===== src/rtl/acq_seq_pkg.sv =====
package acq_seq_pkg;
  localparam int BUS_W   = 16;
  localparam int ADDR_W  = 8;
  localparam int PACE_W  = 48;

  localparam logic [ADDR_W-1:0] A_CTRL  = 8'h00;
  localparam logic [ADDR_W-1:0] A_SCAN  = 8'h02;
  localparam logic [ADDR_W-1:0] A_PLO0  = 8'h04;
  localparam logic [ADDR_W-1:0] A_PLO1  = 8'h06;
  localparam logic [ADDR_W-1:0] A_PHI   = 8'h0A;
  localparam logic [ADDR_W-1:0] A_RES   = 8'h10;

  localparam logic [BUS_W-1:0] CMD_RUN      = 16'h0011;
  localparam logic [BUS_W-1:0] CMD_HALT     = 16'h0010;
  localparam logic [BUS_W-1:0] CMD_PACE_ON  = 16'h0031;
  localparam logic [BUS_W-1:0] CMD_PACE_OFF = 16'h0030;

  typedef struct packed {
    logic       last;
    logic [1:0] chan;
    logic [6:0] w3;
  } cfg_t;
endpackage


===== src/rtl/acq_fifo.sv =====
module acq_fifo #(
  parameter int WIDTH = 16,
  parameter int DEPTH = 8,
  localparam int AW = (DEPTH > 1) ? $clog2(DEPTH) : 1,
  localparam int CW = $clog2(DEPTH + 1)
) (
  input  logic             clk,
  input  logic             rst_n,
  input  logic             clr,
  input  logic             push,
  input  logic [WIDTH-1:0] din,
  input  logic             pop,
  output logic [WIDTH-1:0] dout,
  output logic             full,
  output logic             empty,
  output logic [CW-1:0]    count
);
  logic [WIDTH-1:0] mem [DEPTH];
  logic [AW-1:0]    wptr, rptr;
  logic             do_push, do_pop;

  assign full    = (count == CW'(DEPTH));
  assign empty   = (count == '0);
  assign do_push = push && !full;
  assign do_pop  = pop && !empty;
  assign dout    = mem[rptr];

  function automatic logic [AW-1:0] nxt(input logic [AW-1:0] p);
    return (p == AW'(DEPTH - 1)) ? '0 : p + 1'b1;
  endfunction

  always_ff @(posedge clk) begin
    if (do_push) mem[wptr] <= din;
  end

  always_ff @(posedge clk) begin
    if (!rst_n || clr) begin
      wptr  <= '0;
      rptr  <= '0;
      count <= '0;
    end else begin
      if (do_push) wptr <= nxt(wptr);
      if (do_pop)  rptr <= nxt(rptr);
      count <= count + CW'(do_push) - CW'(do_pop);
    end
  end

  // occupancy never exceeds the depth
  a_r10_count_bound: assert property (@(posedge clk) disable iff (!rst_n)
    count <= CW'(DEPTH));
  // a pop on an empty FIFO leaves it empty
  a_r9_empty_pop: assert property (@(posedge clk) disable iff (!rst_n)
    empty && !push && !clr |=> empty);
endmodule


===== src/rtl/acq_pacer.sv =====
module acq_pacer #(
  parameter int CNT_W = 48
) (
  input  logic             clk,
  input  logic             rst_n,
  input  logic             en,
  input  logic [CNT_W-1:0] div,
  output logic             tick
);
  logic [CNT_W-1:0] cnt;

  assign tick = en && (cnt >= div);

  always_ff @(posedge clk) begin
    if (!rst_n || !en) cnt <= '0;
    else if (cnt >= div) cnt <= '0;
    else cnt <= cnt + 1'b1;
  end

  // each enable starts the period from zero
  a_r4_restart: assert property (@(posedge clk) disable iff (!rst_n)
    $rose(en) |-> (cnt == '0));
endmodule


===== src/rtl/acq_scan_seq.sv =====
module acq_scan_seq
  import acq_seq_pkg::*;
#(
  parameter int SCAN_DEPTH = 16,
  parameter int RES_DEPTH  = 8,
  localparam int SCW = $clog2(SCAN_DEPTH + 1),
  localparam int RCW = $clog2(RES_DEPTH + 1)
) (
  input  logic        clk,
  input  logic        rst_n,
  input  logic        bus_wr,
  input  logic        bus_rd,
  input  logic [7:0]  bus_addr,
  input  logic [15:0] bus_wdata,
  output logic [15:0] bus_rdata,
  output logic        adc_start,
  input  logic        adc_done,
  input  logic [15:0] adc_data,
  output logic [1:0]  sel_chan,
  output logic [2:0]  sel_gain,
  output logic        sel_bank_lo,
  output logic        sel_bank_hi,
  output logic        sel_hilo,
  output logic        sel_single
);
  // control decode
  logic wr_ctrl, wr_scan, is_rst_cmd;
  logic clr_scan, clr_res, clr_pipe;
  assign wr_ctrl    = bus_wr && (bus_addr == A_CTRL);
  assign wr_scan    = bus_wr && (bus_addr == A_SCAN);
  assign is_rst_cmd = wr_ctrl && (bus_wdata[15:3] == '0);
  assign clr_scan   = is_rst_cmd && bus_wdata[2];
  assign clr_res    = is_rst_cmd && bus_wdata[1];
  assign clr_pipe   = is_rst_cmd && bus_wdata[0];

  // byte assembly into the scan list
  logic       byte_hi;
  logic [7:0] byte_lo;
  always_ff @(posedge clk) begin
    if (!rst_n || clr_scan) begin
      byte_hi <= 1'b0;
      byte_lo <= '0;
    end else if (wr_scan) begin
      byte_hi <= !byte_hi;
      if (!byte_hi) byte_lo <= bus_wdata[7:0];
    end
  end

  logic            scan_pop, scan_full, scan_empty;
  logic [15:0]     scan_dout;
  logic [SCW-1:0]  scan_cnt;
  acq_fifo #(.WIDTH(16), .DEPTH(SCAN_DEPTH)) u_scan_fifo (
    .clk, .rst_n, .clr(clr_scan),
    .push(wr_scan && byte_hi), .din({bus_wdata[7:0], byte_lo}),
    .pop(scan_pop), .dout(scan_dout),
    .full(scan_full), .empty(scan_empty), .count(scan_cnt));

  // pacer divider
  logic [PACE_W-1:0] pace_div;
  logic              pacer_en, tick;
  always_ff @(posedge clk) begin
    if (!rst_n) pace_div <= '0;
    else if (bus_wr) begin
      if (bus_addr == A_PLO0) pace_div[15:0]  <= bus_wdata;
      if (bus_addr == A_PLO1) pace_div[31:16] <= bus_wdata;
      if (bus_addr == A_PHI)  pace_div[47:32] <= bus_wdata;
    end
  end

  acq_pacer #(.CNT_W(PACE_W)) u_pacer (
    .clk, .rst_n, .en(pacer_en), .div(pace_div), .tick);

  // config pipe and sequencer
  cfg_t       cfg;
  logic [1:0] pipe_idx;
  logic       pipe_full, scan_run, scanning, halted, busy, cur_last;
  logic       accept, load_en, res_push;

  assign load_en  = scan_run && !pipe_full && !halted && !scan_empty;
  assign scan_pop = load_en;
  assign accept   = tick && pipe_full && scanning && !busy;
  assign res_push = busy && adc_done;

  always_ff @(posedge clk) begin
    if (!rst_n) begin
      cfg <= '0; pipe_idx <= '0; pipe_full <= 1'b0; scan_run <= 1'b0;
      scanning <= 1'b0; halted <= 1'b0; busy <= 1'b0; cur_last <= 1'b0;
      pacer_en <= 1'b0; adc_start <= 1'b0;
      {sel_chan, sel_gain, sel_bank_lo, sel_bank_hi, sel_hilo, sel_single} <= '0;
    end else begin
      adc_start <= 1'b0;
      if (load_en) begin
        case (pipe_idx)
          2'd1:    cfg.last <= scan_dout[2];
          2'd2:    cfg.chan <= scan_dout[7:6];
          2'd3:    cfg.w3   <= scan_dout[6:0];
          default: ;
        endcase
        pipe_idx <= pipe_idx + 1'b1;
        if (pipe_idx == 2'd3) pipe_full <= 1'b1;
      end
      if (accept) begin
        adc_start   <= 1'b1;
        busy        <= 1'b1;
        cur_last    <= cfg.last;
        sel_chan    <= cfg.chan;
        sel_bank_lo <= cfg.w3[0];
        sel_bank_hi <= cfg.w3[1];
        sel_hilo    <= cfg.w3[2];
        sel_gain    <= cfg.w3[5:3];
        sel_single  <= cfg.w3[6];
      end
      if (res_push) begin
        busy      <= 1'b0;
        pipe_full <= 1'b0;
        if (cur_last) begin
          scanning <= 1'b0;
          halted   <= 1'b1;
        end
      end else if (pacer_en && pipe_full && !scanning && !halted) begin
        scanning <= 1'b1;
      end
      if (wr_ctrl) begin
        if (bus_wdata == CMD_RUN) scan_run <= 1'b1;
        if (bus_wdata == CMD_HALT) begin
          scan_run <= 1'b0; scanning <= 1'b0; halted <= 1'b0;
        end
        if (bus_wdata == CMD_PACE_ON) pacer_en <= 1'b1;
        if (bus_wdata == CMD_PACE_OFF) begin
          pacer_en <= 1'b0; scanning <= 1'b0; halted <= 1'b0;
        end
      end
      if (clr_pipe) begin
        pipe_idx <= '0; pipe_full <= 1'b0; busy <= 1'b0;
        scanning <= 1'b0; halted <= 1'b0;
      end
    end
  end

  // results
  logic           res_full, res_empty, overrun, res_pop;
  logic [15:0]    res_dout;
  logic [RCW-1:0] res_cnt;
  assign res_pop = bus_rd && (bus_addr == A_RES);

  acq_fifo #(.WIDTH(16), .DEPTH(RES_DEPTH)) u_res_fifo (
    .clk, .rst_n, .clr(clr_res),
    .push(res_push), .din(adc_data),
    .pop(res_pop), .dout(res_dout),
    .full(res_full), .empty(res_empty), .count(res_cnt));

  always_ff @(posedge clk) begin
    if (!rst_n || clr_res) overrun <= 1'b0;
    else if (res_push && res_full) overrun <= 1'b1;
  end

  logic [15:0] status;
  assign status = {10'd0, scan_empty, pipe_full, scanning, overrun,
                   !res_empty, (res_cnt > RCW'(1))};

  always_ff @(posedge clk) begin
    if (!rst_n) bus_rdata <= '0;
    else if (bus_rd) begin
      case (bus_addr)
        A_CTRL:  bus_rdata <= status;
        A_RES:   bus_rdata <= res_empty ? 16'd0 : res_dout;
        default: bus_rdata <= '0;
      endcase
    end
  end

  logic unused_bits;
  assign unused_bits = ^{scan_full, scan_cnt};

  // start is a single-cycle pulse
  a_r6_start_pulse: assert property (@(posedge clk) disable iff (!rst_n)
    adc_start |=> !adc_start);
  // a conversion starts only from a full pipe while scanning
  a_r5_start_gated: assert property (@(posedge clk) disable iff (!rst_n)
    adc_start |-> $past(pipe_full && scanning));
  // after the last entry the sequencer is quiet
  a_r8_halt_quiet: assert property (@(posedge clk) disable iff (!rst_n)
    halted |-> !scanning && !adc_start);
  // overrun holds until a results reset
  a_r10_overrun_sticky: assert property (@(posedge clk) disable iff (!rst_n)
    $past(overrun) && !$past(clr_res) |-> overrun);
endmodule


===== config.mk =====
export PLATFORM = sky130hd
export DESIGN_NAME = acq_scan_seq
export DESIGN_NICKNAME = d
export VERILOG_FILES = /design/src/rtl/acq_seq_pkg.sv /design/src/rtl/acq_fifo.sv /design/src/rtl/acq_pacer.sv /design/src/rtl/acq_scan_seq.sv
export SDC_FILE = /design/constraint.sdc
export NUM_CORES = 1
export LEC_CHECK = 0
export ABC_AREA = 1
export BUFFER_PORTS_ARGS = -buffer_cell sky130_fd_sc_hd__buf_2
export CAP_MARGIN = 20
export CORE_MARGIN = 2
export CORE_UTILIZATION = 60
export CTS_CLUSTER_SIZE = 12
export DETAILED_ROUTE_END_ITERATION = 16
export GPL_TIMING_DRIVEN = 0
export PLACE_DENSITY = 0.78
export SLEW_MARGIN = 20
export SYNTH_ARGS = -nofsm -noshare
export SYNTH_HDL_FRONTEND = slang
export SYNTH_SLANG_ARGS = --single-unit

===== constraint.sdc =====
create_clock -name clk -period 4.1 [get_ports clk]
set_clock_uncertainty 0.2 [all_clocks]
set_input_delay 0.205 -clock clk [delete_from_list [all_inputs] [get_ports clk]]
set_output_delay 0.205 -clock clk [all_outputs]
set_load 0.02 [all_outputs]

### Word-level counts from Yosys, hierarchy flattened

Memories as Yosys holds them, arrays and structs flattened. A register that Yosys moved wholly into a read port is not among the register bits.
Index checks and enable logic that the tools add are counted.
Widths: inputs -> output; s select.

* output and inout bits: 26
* bits of input ports: 45
* memories kept: 2
* flip-flop bits (word level): 174
* memory bits (writable): 384

* muxes and demuxes: 30
* order comparisons: 2
* equal/unequal tests: 18
* add/sub/neg operators: 10
* bitwise operators: 2
* reduce and logical (&&, ||, !) cells: 56

Memories
* u_scan_fifo.mem: words 16, bits a word 16, rd ports 1, clocked after memory_dff 1, write ports 1, line acq_fifo.sv:18 `logic [WIDTH-1:0] mem [DEPTH];`
* u_res_fifo.mem: words 8, bits a word 16, rd ports 1, clocked after memory_dff 1, write ports 1, line acq_fifo.sv:18

Operator list (count)
* $add 48x1->48 const B: 1
* $ge 48x48->1: 1
* $eq 16x5->1 const B: 2
* $eq 16x6->1 const B: 2
* $pmux 16 s2: 1
* $logic_and 1x1->1: 24
* $mux 1: 20
* $reduce_and 2->1: 9
* $eq 8x3->1 const B: 2
* $mux 16: 1
* $mux 4: 4
* $logic_not 13->1: 1
* $eq 4x4->1 const B: 3
* $mux 3: 4
* $logic_not 1->1: 11
* $add 4x1->4 const B: 2
* $eq 8x2->1 const B: 1
* $eq 8x4->1 const B: 1
* $eq 8x5->1 const B: 1
* $logic_not 8->1: 1
* $add 3x1->3 const B: 2
* $eq 3x3->1 const B: 2
* $add 5x1->5: 1
* $eq 5x5->1 const B: 1
* other kinds (14): 20

### Depth between registers and ports, before layout

* depth in word-level cells: 8
* mapped depth: 17
* mapped depth without buffers: 17

### Modules after synthesis

Synthesis repeated with hierarchy kept, for this count alone.

* cells, all modules: 2926
* area total of the unflattened synthesis: 26166.3 sq um

Modules (own cells, without submodules)
* acq_fifo at u_scan_fifo: times used 1, cells each 1087, area an instance 11658.7 sq um
* acq_fifo at u_res_fifo: times used 1, cells each 653, area an instance 6344.8 sq um
* acq_scan_seq: times used 1, cells each 566, area an instance 4210.3 sq um
* acq_pacer: times used 1, cells each 620, area an instance 3952.5 sq um

### Worst setup path before layout

OpenSTA, ideal clock, no wires.

* kind: register to register
* from: register u_scan_fifo.count[3]
* to: register u_scan_fifo.count[4]
* slack: 1563 ps
* library setup time: 116 ps
* period minus slack after synthesis: 2537 ps
* stages on the path, launching flop included: 18
* data required time: 3784 ps
* arrival time: 2221 ps
* buffers on the path: 0
* cell sequence: dfxtp_1 -> inv_1 -> ha_1 -> nand4_1 -> nand2_1 -> inv_2 -> ha_1 -> inv_1 -> ha_1 -> inv_1 -> fa_1 -> inv_1 -> a21oi_1 -> nor2_1 -> nor2_1 -> xor2_1 -> inv_1 -> nor2_1

* longest elaborated chain between the ends: 5
* elaborated cells on any way between the ends: 9
* those cells by class: add/sub (2); eq/ne (1); reduce/logical (6)

Ends and longest elaborated chain
* from (decl): line acq_fifo.sv:16 `output logic [CW-1:0] count`
* from (signal assigned): line acq_fifo.sv:44 `count <= count + CW'(do_push) - CW'(do_pop);`
* $logic_not 5->1: line acq_fifo.sv:23 `assign empty = (count == '0);`
* $logic_not 1->1: line acq_scan_seq.sv:79 `assign load_en = scan_run && !pipe_full && !halted && !scan_empty;`
* $logic_and 1x1->1: line acq_scan_seq.sv:79
* named net load_en: line acq_scan_seq.sv:77 `logic accept, load_en, res_push;`
* $logic_and 1x1->1: line acq_fifo.sv:25 `assign do_pop = pop && !empty;`
* $sub 5x1->5: line acq_fifo.sv:44

The timed path passes the listed nets, and every way through them passes these cells.
A chain may end at the register's enable or synchronous reset.

### Final worst setup path

Ends and elaborated chain as after synthesis.

==> impl_metrics.ini <==
[outcome]
run_status = finished clean

[power]
static-leakage-power_nw = 7.77
post-layout-total-power_w = 0.00875
power.switching_fraction = 0.208
irDropWorstVdd_v = 0.000399
power.net_switching_w = 0.00182
power_frac_seq = 0.528
clock_power_frac = 0.452
pwr-share-comb = 0.019
p_int_w = 0.00693
power.density_cell_area_nw_per_um2 = 395

[setup_path]
worst_r2r_path_depth = 17
setup.worst_path.start_class = flip-flop
cp_data_required_time_ns = 4.35
timing.critical_path.to_type = flip-flop
crit-reg2reg-capture = u_scan_fifo.count[4]
category_of_the_most_critical_setup_path = flip-flop to flip-flop
timing.critical_path.fanout_max = 8
worst_r2r_startpoint = u_scan_fifo.count[3]
cp.arrival_ns = 3.36
reg2reg_slack_ns = 0.99

[logic_synthesis]
syn-num-nets = 2127
synth.largest_area_cell = edfxtp_1
mapped_cell_area_um2 = 19200
top_area_cell_type_share_of_the_netlist_area = 0.400
synth.ff_latch_count = 437
netlist_top_cells_area = edfxtp_1 40%, dfxtp_1 19%, nor2_1 6.1%
synth_seq_area_share = 0.588
synthesis.yosys.warnings = 0
post_synth.cell_area_avg_um2 = 9.58
yosysUniqueCellTypes = 47
postSynthCellCount = 2007

[timing]
final_critical_path_setup_slack_ns = 0.994
worst_slew_pin_slew_ns = 1.06
unrepaired_setup_endpoints_after_global_routing = false
final_setup_violation_count = 0
period_minus_slack_ns = 3.11
remaining_max_slew_budget_at_the_tightest_pin = 0.293
timing.final.max_slew_violations = 0
hold_ws_ns = 0.0547
final_min_period_over_clock_period = 0.758
timing.final.hold_violations = 0
tns_ns = 0
maxClockFrequency_mhz = 322

[hold_path]
worst_hold_startpoint = bus_addr[0]
min_path_type = input pin to flip-flop
holdPathEnd = u_scan_fifo.wptr[1]
worst_hold_path.num_cells = 6

[final_layout]
footprint_of_the_multi_input_gates_um2 = 6860
layout.nets = 2299
seqCellArea_um2 = 11300
fin_cells = 2618
layout_common_cells = 303 x nor2_1, 256 x nand2_1, 256 x edfxtp_1, 197 x o21ai_0, 196 x inv_1
layout.cells.most_common = nor2_1
layout-drive-gt1-share = 0.0907
fillerInstances = 2382
area_growth_pct = 15.0

[clock_network]
cts_root_buffer = clkbuf_16
clk_transition_reported_paths_ns = 0.06
worst_skew_pair.late_latency_ns = 0.57
cts_hold_repair.buffers = 48
cts-buffers-inserted = 45
tritoncts = yes
postcts_setup_bufs = 0
post_cts_resize_count = 0
clock_tree.buffer_depth = 3
h-tree-depth = 2
number_of_clock_sinks_seen_by_cts = 437

[detailed_routing]
drcViolationCount = 0
route.vias.total = 15585
detailedRoute.firstIterationViolations = 1868
routed_wire_length_per_instance_um = 19.8
drtAntennaViolNets = 0
vias_per_cell = 5.95
first_pass_iters = 6
routed_wirelength_mm = 51.8

[placement]
place_hpwl_mm = 36.0
port_buffers = 69
post-place-cells = 2486
pre_cts_setup_slack_ns = 1.06
place_congestion = 0.937

[flow_run]
timing.max_cap.violations = 0

[floorplan]
area_of_the_core_um2 = 31600
fp-row-count = 65
boundaryPins = 71
die_y_extent_um = 183
floorplan.die.width_um = 183
fp.dieArea_um2 = 33500
initial_utilization = 0.610

[global_route]
antenna_found_initial = 1
globalRouteOverflowTotal = 0
grt_pass1_vias = 14982
track_usage = 0.310
first_pass_grt_wire_length_mm = 80.4
grt_start_max_net_pins = 18
==> power by group through the flow <==
stage / Combinational, W / Clock, W / Sequential [W]
final: 0.000169 / 0.00395 / 0.00462
after detailed placement: 0.000132 / 0 / 0.00472
after CTS: 0.000164 / 0.00396 / 0.00462
after global placement: 0.000128 / 0 / 0.00472
after global routing: 0.000181 / 0.00415 / 0.00462
after floorplan: 0.0000531 / 0 / 0.00472
==> worst max-delay path, stage by stage (launching register included) <==
cell and delay, ns:
dfxtp_1 0.32, inv_1 0.08, ha_1 0.17, nand4_1 0.22, nand2_1 0.31, inv_2 0.16, ha_1 0.30, inv_1 0.07
ha_1 0.17, inv_1 0.07, fa_1 0.40, inv_1 0.11, a21oi_1 0.07, nor2_1 0.08, nor2_1 0.06, xor2_1 0.13
inv_1 0.06, nor2_1 0.04
==> metrics by stage <==
| stage | cell area, um^2 | utilization |
|---|---|---|
| 2_1_floorplan | 19200 | - |
| 3_3_place_gp | 20100 | 0.636 |
| 3_5_place_dp | 20200 | 0.640 |
| 4_1_cts | 22100 | 0.701 |
| 5_1_grt | 22100 | 0.701 |
| 6_report | 22100 | 0.701 |
==> metal layers <==
layer,vias up,GRT usage,part of all wire
met5,-,0,0
met4,0,0.115,0.036
met3,144,0.0473,0.096
met2,818,0.508,0.46
met1,7383,0.422,0.41
li1,7240,-,-
==> state kept, by name, indices dropped and copies added, names as in the netlist, 4 cells and up, named ones only <==
signal / flops
u_res_fifo.mem: 128
u_scan_fifo.mem: 128
pace_div: 48
u_pacer.cnt: 48
bus_rdata: 16
cfg: 10
byte_lo: 8
u_scan_fifo.count: 5
u_res_fifo.count: 4
u_scan_fifo.rptr: 4
u_scan_fifo.wptr: 4
==> logic make-up after synthesis <==
group,Yosys count,synth area share
simple gates,726,0.160
flops,437,0.588
compound gates,453,0.130
fa+ha+maj,75,0.0496
xor+xnor,17,0.00774
mux,16,0.00833
buf+inv,283,0.0565
==> cell usage after synthesis (all sizes together) <==
cell,n
nor2,321
nand2,259
edfxtp,256
inv,202
o21ai,198
dfxtp,181
a21oi,169
ha,73
nand3,65
clkbuf,58
o211ai,36
nor3,34
nand4,27
buf,23
mux2i,16
o32ai,14
xor2,12
o21a,11
o22ai,10
or2,9
nor4,7
o221ai,6
xnor2,5
a211oi,3
a21o,3
nor3b,3
fa,2
a31o,1
a31oi,1
nand3b,1
o21bai,1
==> area by class of cell <==
type                    instances  share of cell area
inverters                     202              0.0343
diodes                          1            0.000113
clock buffers                  75              0.0608
flip-flops and latches        437               0.511
repair buffers                125              0.0419
multi-input cells            1287               0.310
plain buffers                  81              0.0149
well taps                     402              0.0227
clock inverters                 8             0.00379
==> worst max-delay path by stage <==
stage / slack [ns] / startpoint / end
after detailed placement: 1.06 / u_scan_fifo.count[3] / u_scan_fifo.count[4]
after CTS: 1.03 / u_scan_fifo.count[3] / u_scan_fifo.count[4]
after floorplan: 1.56 / u_scan_fifo.count[3] / u_scan_fifo.count[4]
after global placement: 0.77 / u_res_fifo.count[2] / u_res_fifo.mem[4][6]
after global routing: 0.70 / u_scan_fifo.count[2] / u_scan_fifo.count[4]
final: 0.99 / u_scan_fifo.count[3] / u_scan_fifo.count[4]
No activity file was read; power rests on OpenSTA's default activity.
